$ cat src/rtl/step_qualifier.sv
module step_qualifier #(
  parameter int NCOND      = 8,
  parameter int SELW       = (NCOND > 1) ? $clog2(NCOND) : 1,
  parameter int CLK_PER_US = 100,
  parameter int DLYW       = 19
) (
  input  logic             clk,
  input  logic             rst_n,
  input  logic [NCOND-1:0] cond_in,
  input  logic [SELW-1:0]  sel,
  input  logic             invert,
  input  logic             force_adv,
  input  logic [DLYW-1:0]  delay_us,
  input  logic             step_enter,
  output logic             advance
);
  localparam int PREW = (CLK_PER_US > 1) ? $clog2(CLK_PER_US) : 1;
  localparam logic [PREW-1:0] PRE_LAST = PREW'(CLK_PER_US - 1);
  localparam logic [DLYW-1:0] HOLD_MAX = '1;

  logic [PREW-1:0] pre_cnt;
  logic [DLYW-1:0] hold_cnt;
  logic            done;
  logic            want, tick, fire;

  assign want = cond_in[sel] ^ invert;
  assign tick = (pre_cnt == PRE_LAST);
  assign fire = !done && (force_adv || (want && hold_cnt >= delay_us));

  always_ff @(posedge clk or negedge rst_n) begin
    if (!rst_n) begin
      pre_cnt  <= '0;
      hold_cnt <= '0;
    end else if (step_enter || !want) begin
      pre_cnt  <= '0;
      hold_cnt <= '0;
    end else begin
      pre_cnt <= tick ? '0 : pre_cnt + 1'b1;
      if (tick && hold_cnt != HOLD_MAX)
        hold_cnt <= hold_cnt + 1'b1;
    end
  end

  always_ff @(posedge clk or negedge rst_n) begin
    if (!rst_n) begin
      done    <= 1'b0;
      advance <= 1'b0;
    end else if (step_enter) begin
      done    <= 1'b0;
      advance <= 1'b0;
    end else begin
      done    <= done | fire;
      advance <= fire;
    end
  end
endmodule


$ cat config.mk
export PLATFORM = sky130hd
export DESIGN_NAME = step_qualifier
export DESIGN_NICKNAME = d
export VERILOG_FILES = /design/src/rtl/step_qualifier.sv
export SDC_FILE = /design/constraint.sdc
export NUM_CORES = 1
export LEC_CHECK = 0
export BUFFER_PORTS_ARGS = -buffer_cell sky130_fd_sc_hd__buf_4
export CAP_MARGIN = 20
export CORE_AREA = 8 8 70 72
export CTS_CLUSTER_DIAMETER = 100
export DETAILED_ROUTE_END_ITERATION = 8
export DIE_AREA = 0 0 78 80
export PLACE_DENSITY_LB_ADDON = 0.05
export REMOVE_ABC_BUFFERS = 1
export SLEW_MARGIN = 40
export SYNTH_ARGS = -nofsm -noshare
export SYNTH_HDL_FRONTEND = slang
export SYNTH_SLANG_ARGS = --single-unit
$ cat constraint.sdc
create_clock -name clk -period 2.57 [get_ports clk]
set_input_delay 0.1285 -clock clk [delete_from_list [all_inputs] [get_ports clk]]
set_output_delay 0.1285 -clock clk [all_outputs]
set_load 0.02 [all_outputs]
# After elaboration in Yosys (flattened, before gate mapping)
# Cells that the tools add are included.
classes:
  mux: 8
  add_sub_neg: 2
  order_cmp: 2
  reduce_logical: 8
  n_eq_ne: 2
  bitwise_logic: 2
ops:
  columns: ["cell", "count"]
  rows:
  - ["19-bit 2-to-1 mux", 2]
  - ["19-bit by 1-bit adder with 19-bit output (second input constant)", 1]
  - ["19-bit greater-or-equal comparator", 1]
  - ["19-bit inequality test (second input constant)", 1]
  - ["7-bit 2-to-1 mux", 2]
  - ["7-bit by 1-bit adder with 7-bit output (second input constant)", 1]
  - ["7-bit equality test (second input constant)", 1]
  - ["3-bit by 4-bit less-than comparator with 1-bit output (second input constant)", 1]
  - ["1-bit binary-select mux with 3-bit select", 1]
  - ["1-bit logical AND", 3]
  - ["1-bit 2-to-1 mux", 3]
  - ["1-bit logical NOT", 2]
  - ["1-bit logical OR", 2]
  - ["2-bit nonzero test", 1]
  - ["1-bit bitwise OR", 1]
  - ["1-bit bitwise XOR", 1]
word_totals:
  reg_bits: 28
  inputBits: 35
  word_cells: 28
  output_inout_bits: 1

# Logic depth before layout (Yosys ltp)
# Gate-level depths: netlist of run 1.
logic_depth:
  ltp_word: 8
  depth_mapped: 7
  mapped_depth_nobuf: 7

# Worst setup path before layout of run 1
# OpenSTA, ideal clock, no wires.
synth_timing:
  path_kind: "register to register"
  start: "register hold_cnt[8]"
  end: "register advance"
  required_time_ns: 2.427
  period_less_slack_ns: 1.900
  t_arrival_ns: 1.757
  n_path_buf: 0
  path_slack_ns: 0.670
  stages_incl_launch_ff: 7
  setup_time_ns: 0.143
  cell_sequence: "dfrtp_1 ha_1 a211oi_1 nor2_1 a2111o_1 a2111oi_0 a2111oi_0"
synth_between:
  elab_chain_len: 5
synth_lines:
  columns: ["item", "line_no", "rtl"]
  rows:
  - ["start, declared", "22", "logic [DLYW-1:0] hold_cnt;"]
  - ["start signal, assigned", "40", "hold_cnt <= hold_cnt + 1'b1;"]
  - ["19-bit greater-or-equal comparator", "28", "assign fire = !done && (force_adv || (want && hold_cnt >= delay_us));"]
  - ["1-bit logical AND", "28", null]
  - ["1-bit logical OR", "28", null]
  - ["1-bit logical AND", "28", null]
  - ["1-bit 2-to-1 mux", "48", "end else if (step_enter) begin"]
  - ["end signal, assigned", "53", "advance <= fire;"]
  - ["end, declared", "15", "output logic advance"]
# No other way between the ends.
# A chain may end at the register's enable or synchronous reset.

# Worst setup path after layout of run 1
# Same ends and word-level chain as after synthesis.

==> flow_summary_export.csv, run 1 <==
group,metric,value,unit
run_status,status,"completed",
yosys,synth_area,0.00203,sq mm
yosys,synthArstFlopShare,1.00,
setup_path,reg2reg_to,"advance",
layout,fin_area,0.00239,sq mm
sta,setup_tns,0,ns
placement,dp_cells,299,
global_routing,grt_max_degree,29,
run,cap_violations,0,
sta,finalHoldViolations,0,
yosys,ys_ff_latch,28,
floorplanning,die_w,78,um
routing,dr.pass1.iters,4,
layout,layout-drive-gt1-share,0.185,
routing,postRouteAntennaNets,0,
layout,diodes,0,
placement,place_area,0.00231,sq mm
clocking,clockBufferDepth,2,
yosys,synth_area_per_cell,9.33,sq um
sta,rsz0062_at_grt,"no",
layout,nFillCells,354,
sta,period_share,0.855,
global_routing,antenna_found_initial,0,
layout,regArea,701,sq um
power,vdd_drop_max,300,uV
layout,fin_nets,311,
clocking,cts_hold_buf,1,
clocking,post_cts_buffers,0,
clocking,cts-resized-gates,0,
setup_path,crit_start,"hold_cnt[8]",
floorplanning,die_h,80,um
sta,drv_slew,0,
floorplanning,initial_core_util,0.525,
setup_path,crit_fanout,6,
setup_path,arrival,2.34,ns
yosys,netlist.area_leader.share,0.346,
sta,period_minus_slack,2.20,ns
routing,drtIter0Drc,67,
placement,numPortBuffers,35,
floorplanning,rows,23,
setup_path,slowest_delay,0.45,ns
clocking,cts.sinks,28,
clocking,htree_levels,1,
setup_path,crit_required,2.71,ns
yosys,yosysUniqueCellTypes,41,
yosys,synth.top_cells.by_count,"dfrtp_1 (28), nor2_1 (25), inv_1 (24)",
global_routing,grt_pass1_wl,7560,um
setup_path,timing.rr.start,"hold_cnt[8]",
yosys,synth_edf_count,0,
yosys,ys_seq_area_frac,0.346,
global_routing,grt_use_total,0.148,
yosys,synth.most_common_cell,"dfrtp_1",
setup_path,rrSetupSlack,0.37,ns
sta,fin_skew,0.00539,ns
floorplanning,io_pins,36,
sta,maxSlewHeadroom,0.514,
routing,wirelength,4500,um
layout,fin_util,0.619,
clocking,cts_root_buf,"clkbuf_8",
routing,drc_errors,0,
setup_path,end_kind,"flip-flop",
layout,fin_cells,304,
yosys,syn_inst,217,
clocking,clock_latency,0.27,ns
setup_path,crit_top_cell,"a2111oi_0",
clocking,clkSlewWorstSetupHoldPaths,0.10,ns
placement,dp_hpwl,3540,um
setup_path,path_cells,"ha_1 -> a211oi_1 -> nor2_1 -> a2111o_1 -> a2111oi_0 -> a2111oi_0",
setup_path,cp-start-kind,"flip-flop",
sta,setup_viol,0,
global_routing,grt_pass1_vias,1761,
yosys,ys_warn_count,0,
yosys,synth_ff_type,"dfrtp_1",
setup_path,path_class,"flip-flop to flip-flop",
clocking,cts_tree,"built",
floorplanning,fp.coreArea,0.00386,sq mm
routing,routedWlPerCell,14.8,um
sta,max_freq,0.455,GHz
global_routing,overflow,0,
yosys,synthTopCellsByArea,"dfrtp_1 (35%), ha_1 (13%), xnor2_1 (6.9%), nor2_1 (4.6%), inv_1 (4.4%)",
setup_path,crit_end,"advance",
floorplanning,die_area,0.00624,sq mm
routing,via_per_inst,5.50,
layout,multiInputGateArea,0.00117,sq mm
worst_hold_path,hold_class,"input port to flip-flop",
routing,vias,1672,
sta,worst_slew_pin_slew,0.711,ns
power,p_leak,1.13,nW
power,p_per_area,382,mW/mm^2
layout,area_growth,17.9,%
setup_path,critical_path.slowest_cell,"dfrtp_1",
clocking,numCtsBuffers,3,
placement,globalplace.congestion,0.841,
setup_path,r2r_cells,6,
yosys,yosysTopAreaCell,"dfrtp_1",
[worst min path at each step]
stage | endpoint | start | cells past startpoint
floorplan | advance | rst_n | 0
global placement | advance | rst_n | 1
detailed placement | advance | rst_n | 1
CTS | advance | step_enter | 2
global route | advance | step_enter | 2
finish | advance | step_enter | 2
[critical path, delay by kind of cell, from the launching register on]
kind / cells / cell delay, ns
AO/OA/AOI/OAI: 4 / 1.20
AND/OR/NAND/NOR: 1 / 0.09
adder cells (fa/ha/maj): 1 / 0.33
flip-flops: 1 / 0.45
[report_power, final]
| part | total [mW] | switching (mW) | internal [mW] |
|---|---|---|---|
| sequential | 0.449 | 0.00320 | 0.446 |
| combinational | 0.119 | 0.0584 | 0.0603 |
| clock | 0.345 | 0.136 | 0.208 |
| total | 0.913 | 0.198 | 0.715 |
[state kept, by name, indices dropped and copies added (netlist names)]
register	flops
done	1
hold_cnt	19
advance	1
pre_cnt	7
[routing by layer]
layer,wire length (um),vias up,part of all wire,GRT usage
li1,-,843,-,-
met3,203,4,0.045,0.0349
met2,2450,30,0.54,0.291
met5,0,-,0,0
met4,29,0,0.0064,0.0407
met1,1820,795,0.40,0.153
[per-stage QoR]
step / power (mW) / setup slack (ns) / hold WS (ns)
global route: 0.954 / 0.311 / 0.0311
floorplan: 0.508 / 0.670 / -0.167
finish: 0.913 / 0.372 / 0.0359
detailed placement: 0.577 / 0.457 / 0.0685
CTS: 0.923 / 0.374 / 0.0350
global placement: 0.574 / 0.505 / 0.0717
[cell type report]
class,count,share of cell area
Timing Repair Buffer,38,0.121
Inverter,24,0.0377
Tap cell,50,0.0262
Multi-Input combinational cell,160,0.492
Clock inverter,1,0.0126
Sequential cell,28,0.294
Clock buffer,3,0.0173
[cell usage in the layout, fill, tap and decap left out, types with 4 or more instances in the layout]
cell / Yosys / final
nand4_1: 8 / 8
nand3_1: 10 / 10
ha_1: 21 / 21
a21oi_1: 10 / 10
nand2_1: 9 / 9
nor2_1: 25 / 25
a2111oi_0: 5 / 5
xnor2_1: 16 / 16
inv_1: 24 / 24
nor3_1: 12 / 12
o21ai_0: 4 / 4
dfrtp_1: 28 / 28
buf_4: 0 / 37
[cells by family after synthesis]
logic type	Yosys count	share of synthesized area
adder cells (fa/ha/maj)	21	0.130
AND/OR/NAND/NOR	84	0.222
XOR/XNOR	19	0.0821
AO/OA/AOI/OAI	31	0.106
multiplexers	5	0.0408
buffers and inverters	29	0.0741
flip-flops	28	0.346
Power figures use the tool's default switching activity.
==> run 2, diff against run 1 <==
Settings changed: ABC_AREA set to 1, CORE_AREA 8 8 70 72 to 8 8 72 74, DIE_AREA 0 0 78 80 to 0 0 80 82.
==> flow_summary_export.csv, run 2 <==
group,metric,value,unit
run,cap_violations,0,
sta,max_freq,0.569,GHz
clocking,clockBufferDepth,2,
floorplanning,die_h,82,um
power,p_per_area,355,mW/mm^2
setup_path,critical_path.slowest_cell,"dfrtp_1",
power,sw_frac_of_total,0.227,
clocking,cts_root_buf,"clkbuf_8",
setup_path,path_class,"flip-flop to flip-flop",
routing,postRouteAntennaNets,0,
setup_path,timing.rr.start,"hold_cnt[0]",
sta,setup_viol,0,
yosys,synth_area,0.00222,sq mm
yosys,synth.most_common_cell,"nand2_1",
floorplanning,io_pins,36,
floorplanning,fp.coreArea,0.00414,sq mm
global_routing,top_usage_layer,"met2",
global_routing,grtUsageMet3,0.0241,
floorplanning,initial_core_util,0.537,
clocking,cts.sinks,28,
routing,wirelength,4490,um
yosys,ys_seq_area_frac,0.315,
clocking,cts-resized-gates,0,
power,p_clk_frac,0.378,
setup_path,crit_fanout,11,
sta,setup_tns,0,ns
sta,drv_slew,0,
floorplanning,die_area,0.00656,sq mm
routing,drtIter0Drc,61,
placement,dp_hpwl,3610,um
placement,numPortBuffers,35,
power,p_leak,1.39,nW
setup_path,crit_required,2.78,ns
clocking,htree_levels,1,
setup_path,end_kind,"flip-flop",
sta,rsz0062_at_grt,"no",
layout,fin_nets,399,
placement,globalplace.congestion,0.857,
sta,worst_slew_pin_slew,0.668,ns
sta,maxSlewHeadroom,0.555,
setup_path,r2r_cells,12,
worst_hold_path,hold_class,"input port to flip-flop",
setup_path,reg2reg_to,"hold_cnt[17]",
yosys,netlist.area_leader.share,0.315,
yosys,synth_edf_count,0,
yosys,ys_ff_latch,28,
clocking,numCtsBuffers,3,
yosys,ys_warn_count,0,
power,p_seq_frac,0.484,
setup_path,arrival,1.97,ns
layout,diodes,0,
setup_path,cp-start-kind,"flip-flop",
clocking,clock_latency,0.27,ns
setup_path,crit_end,"hold_cnt[17]",
setup_path,crit_top_cell,"nand2_1",
clocking,clkSlewWorstSetupHoldPaths,0.10,ns
yosys,synthArstFlopShare,1.00,
layout,layout-drive-gt1-share,0.199,
power,vdd_drop_max,202,uV
yosys,synth_ff_type,"dfrtp_1",
yosys,yosysTopAreaCell,"dfrtp_1",
clocking,post_cts_buffers,0,
global_routing,overflow,0,
clocking,cts_tree,"built",
global_routing,grt_util_met2,0.250,
sta,period_minus_slack,1.76,ns
layout,area_growth,16.8,%
layout,final_common_cell,"nand2_1",
setup_path,crit_start,"hold_cnt[0]",
yosys,synth.top_cells.by_count,"nand2_1 (71), inv_1 (51), nor2_1 (41)",
routing,routedWlPerCell,11.4,um
global_routing,grt_pass1_wl,8070,um
layout,layout_common_cells,"nand2_1 (71), inv_1 (51), nor2_1 (41), buf_4 (35), dfrtp_1 (28)",
yosys,yosysUniqueCellTypes,33,
setup_path,rrSetupSlack,0.81,ns
power,total_power,0.923,mW
global_routing,grt_use_total,0.150,
yosys,synth_area_per_cell,7.29,sq um
floorplanning,die_w,80,um
run_status,status,"completed",
yosys,synthTopCellsByArea,"dfrtp_1 (32%), nand2_1 (12%), ha_1 (12%), inv_1 (8.6%), nor2_1 (6.9%)",
sta,period_share,0.683,
power,internal_power,0.713,mW
sta,finalHoldViolations,0,
global_routing,grt_pass1_vias,1920,
yosys,syn_inst,305,
setup_path,path_cells,"ha_1 -> nand3_1 -> inv_2 -> nand2_1 -> nor2_1 -> nand2_1 -> nand2_4 -> inv_4 -> nand3_1 -> nand2_1 -> nand2_1 -> nor2_1",
sta,fin_skew,0.00281,ns
routing,drc_errors,0,
layout,regMostFlops,"hold_cnt",
power,p_sw,0.210,mW
global_routing,antenna_found_initial,0,
global_routing,grt_max_degree,29,
routing,dr.pass1.iters,4,
routing,via_per_inst,4.91,
floorplanning,rows,24,
global_routing,grt_util_met1,0.191,
power,combPwrFrac,0.138,
routing,vias,1936,
layout,largest_reg_flops,19,
layout,largest_registers,"hold_cnt (19), pre_cnt (7)",
setup_path,slowest_delay,0.42,ns
## run 2: worst min-delay path by stage
stage	start	end	slack, ns	cells after the start
2_1_floorplan	rst_n	advance	-0.17	0
3_3_place_gp	rst_n	hold_cnt[2]	0.08	1
3_5_place_dp	rst_n	hold_cnt[2]	0.07	1
4_1_cts	force_adv	advance	0.11	3
5_1_grt	force_adv	advance	0.15	3
6_report	force_adv	advance	0.11	3
## run 2: repair_timing
item | in CTS | in global routing
setup endpoints to repair | 0 | 0
hold buffers | 1 | 0
hold endpoints to repair | 28 | 0
## run 2: final cells by class
cell class	instances	area, sq um
clock buffer	3	41.3
inverter	56	213
sequential	28	701
timing repair buffer	36	273
multi-input combinational	218	1270
tap	52	65.1
clock inverter	1	30.0
fill	386	1550
## run 2: kinds of logic after synthesis
kind of cell               share of synthesized area
DFF                                            0.315
AOI/OAI and AO/OA                             0.0827
xor gates and xnor gates                      0.0428
adders and majority gates                      0.118
and+or+nand+nor                                0.329
buffers and inverters                          0.112
## run 2: through the flow
stage          hold slack (ns)  cell area [sq um]  setup WS, ns  utilization  cells
2_1_floorplan           -0.167               2190          1.01            -    302
3_3_place_gp            0.0755               2510         0.868        0.607    389
3_5_place_dp            0.0707               2510         0.838        0.607    389
4_1_cts                  0.107               2600         0.820        0.627    394
5_1_grt                  0.148               2600         0.626        0.627    394
6_report                 0.114               2600         0.814        0.627    394
## run 2: power groups by stage
stage	Clock (mW)	Sequential, mW	Combinational, mW
floorplan	0	0.456	0.0612
global placement	0	0.455	0.126
detailed placement	0	0.455	0.127
CTS	0.357	0.446	0.129
global route	0.370	0.447	0.147
finish	0.349	0.446	0.127
## run 2: critical path: cells and delay by family (launching register included)
| kind | cells | cell delay [ns] |
|---|---|---|
| DFF | 1 | 0.42 |
| adders and majority gates | 1 | 0.23 |
| buffers and inverters | 2 | 0.23 |
| and+or+nand+nor | 9 | 0.80 |
## run 2: metal layers
metal / routed length [um] / up-vias
li1: - / 1034
met1: 2210 / 862
met2: 2030 / 36
met3: 197 / 4
met4: 47 / 0
met5: 0 / -
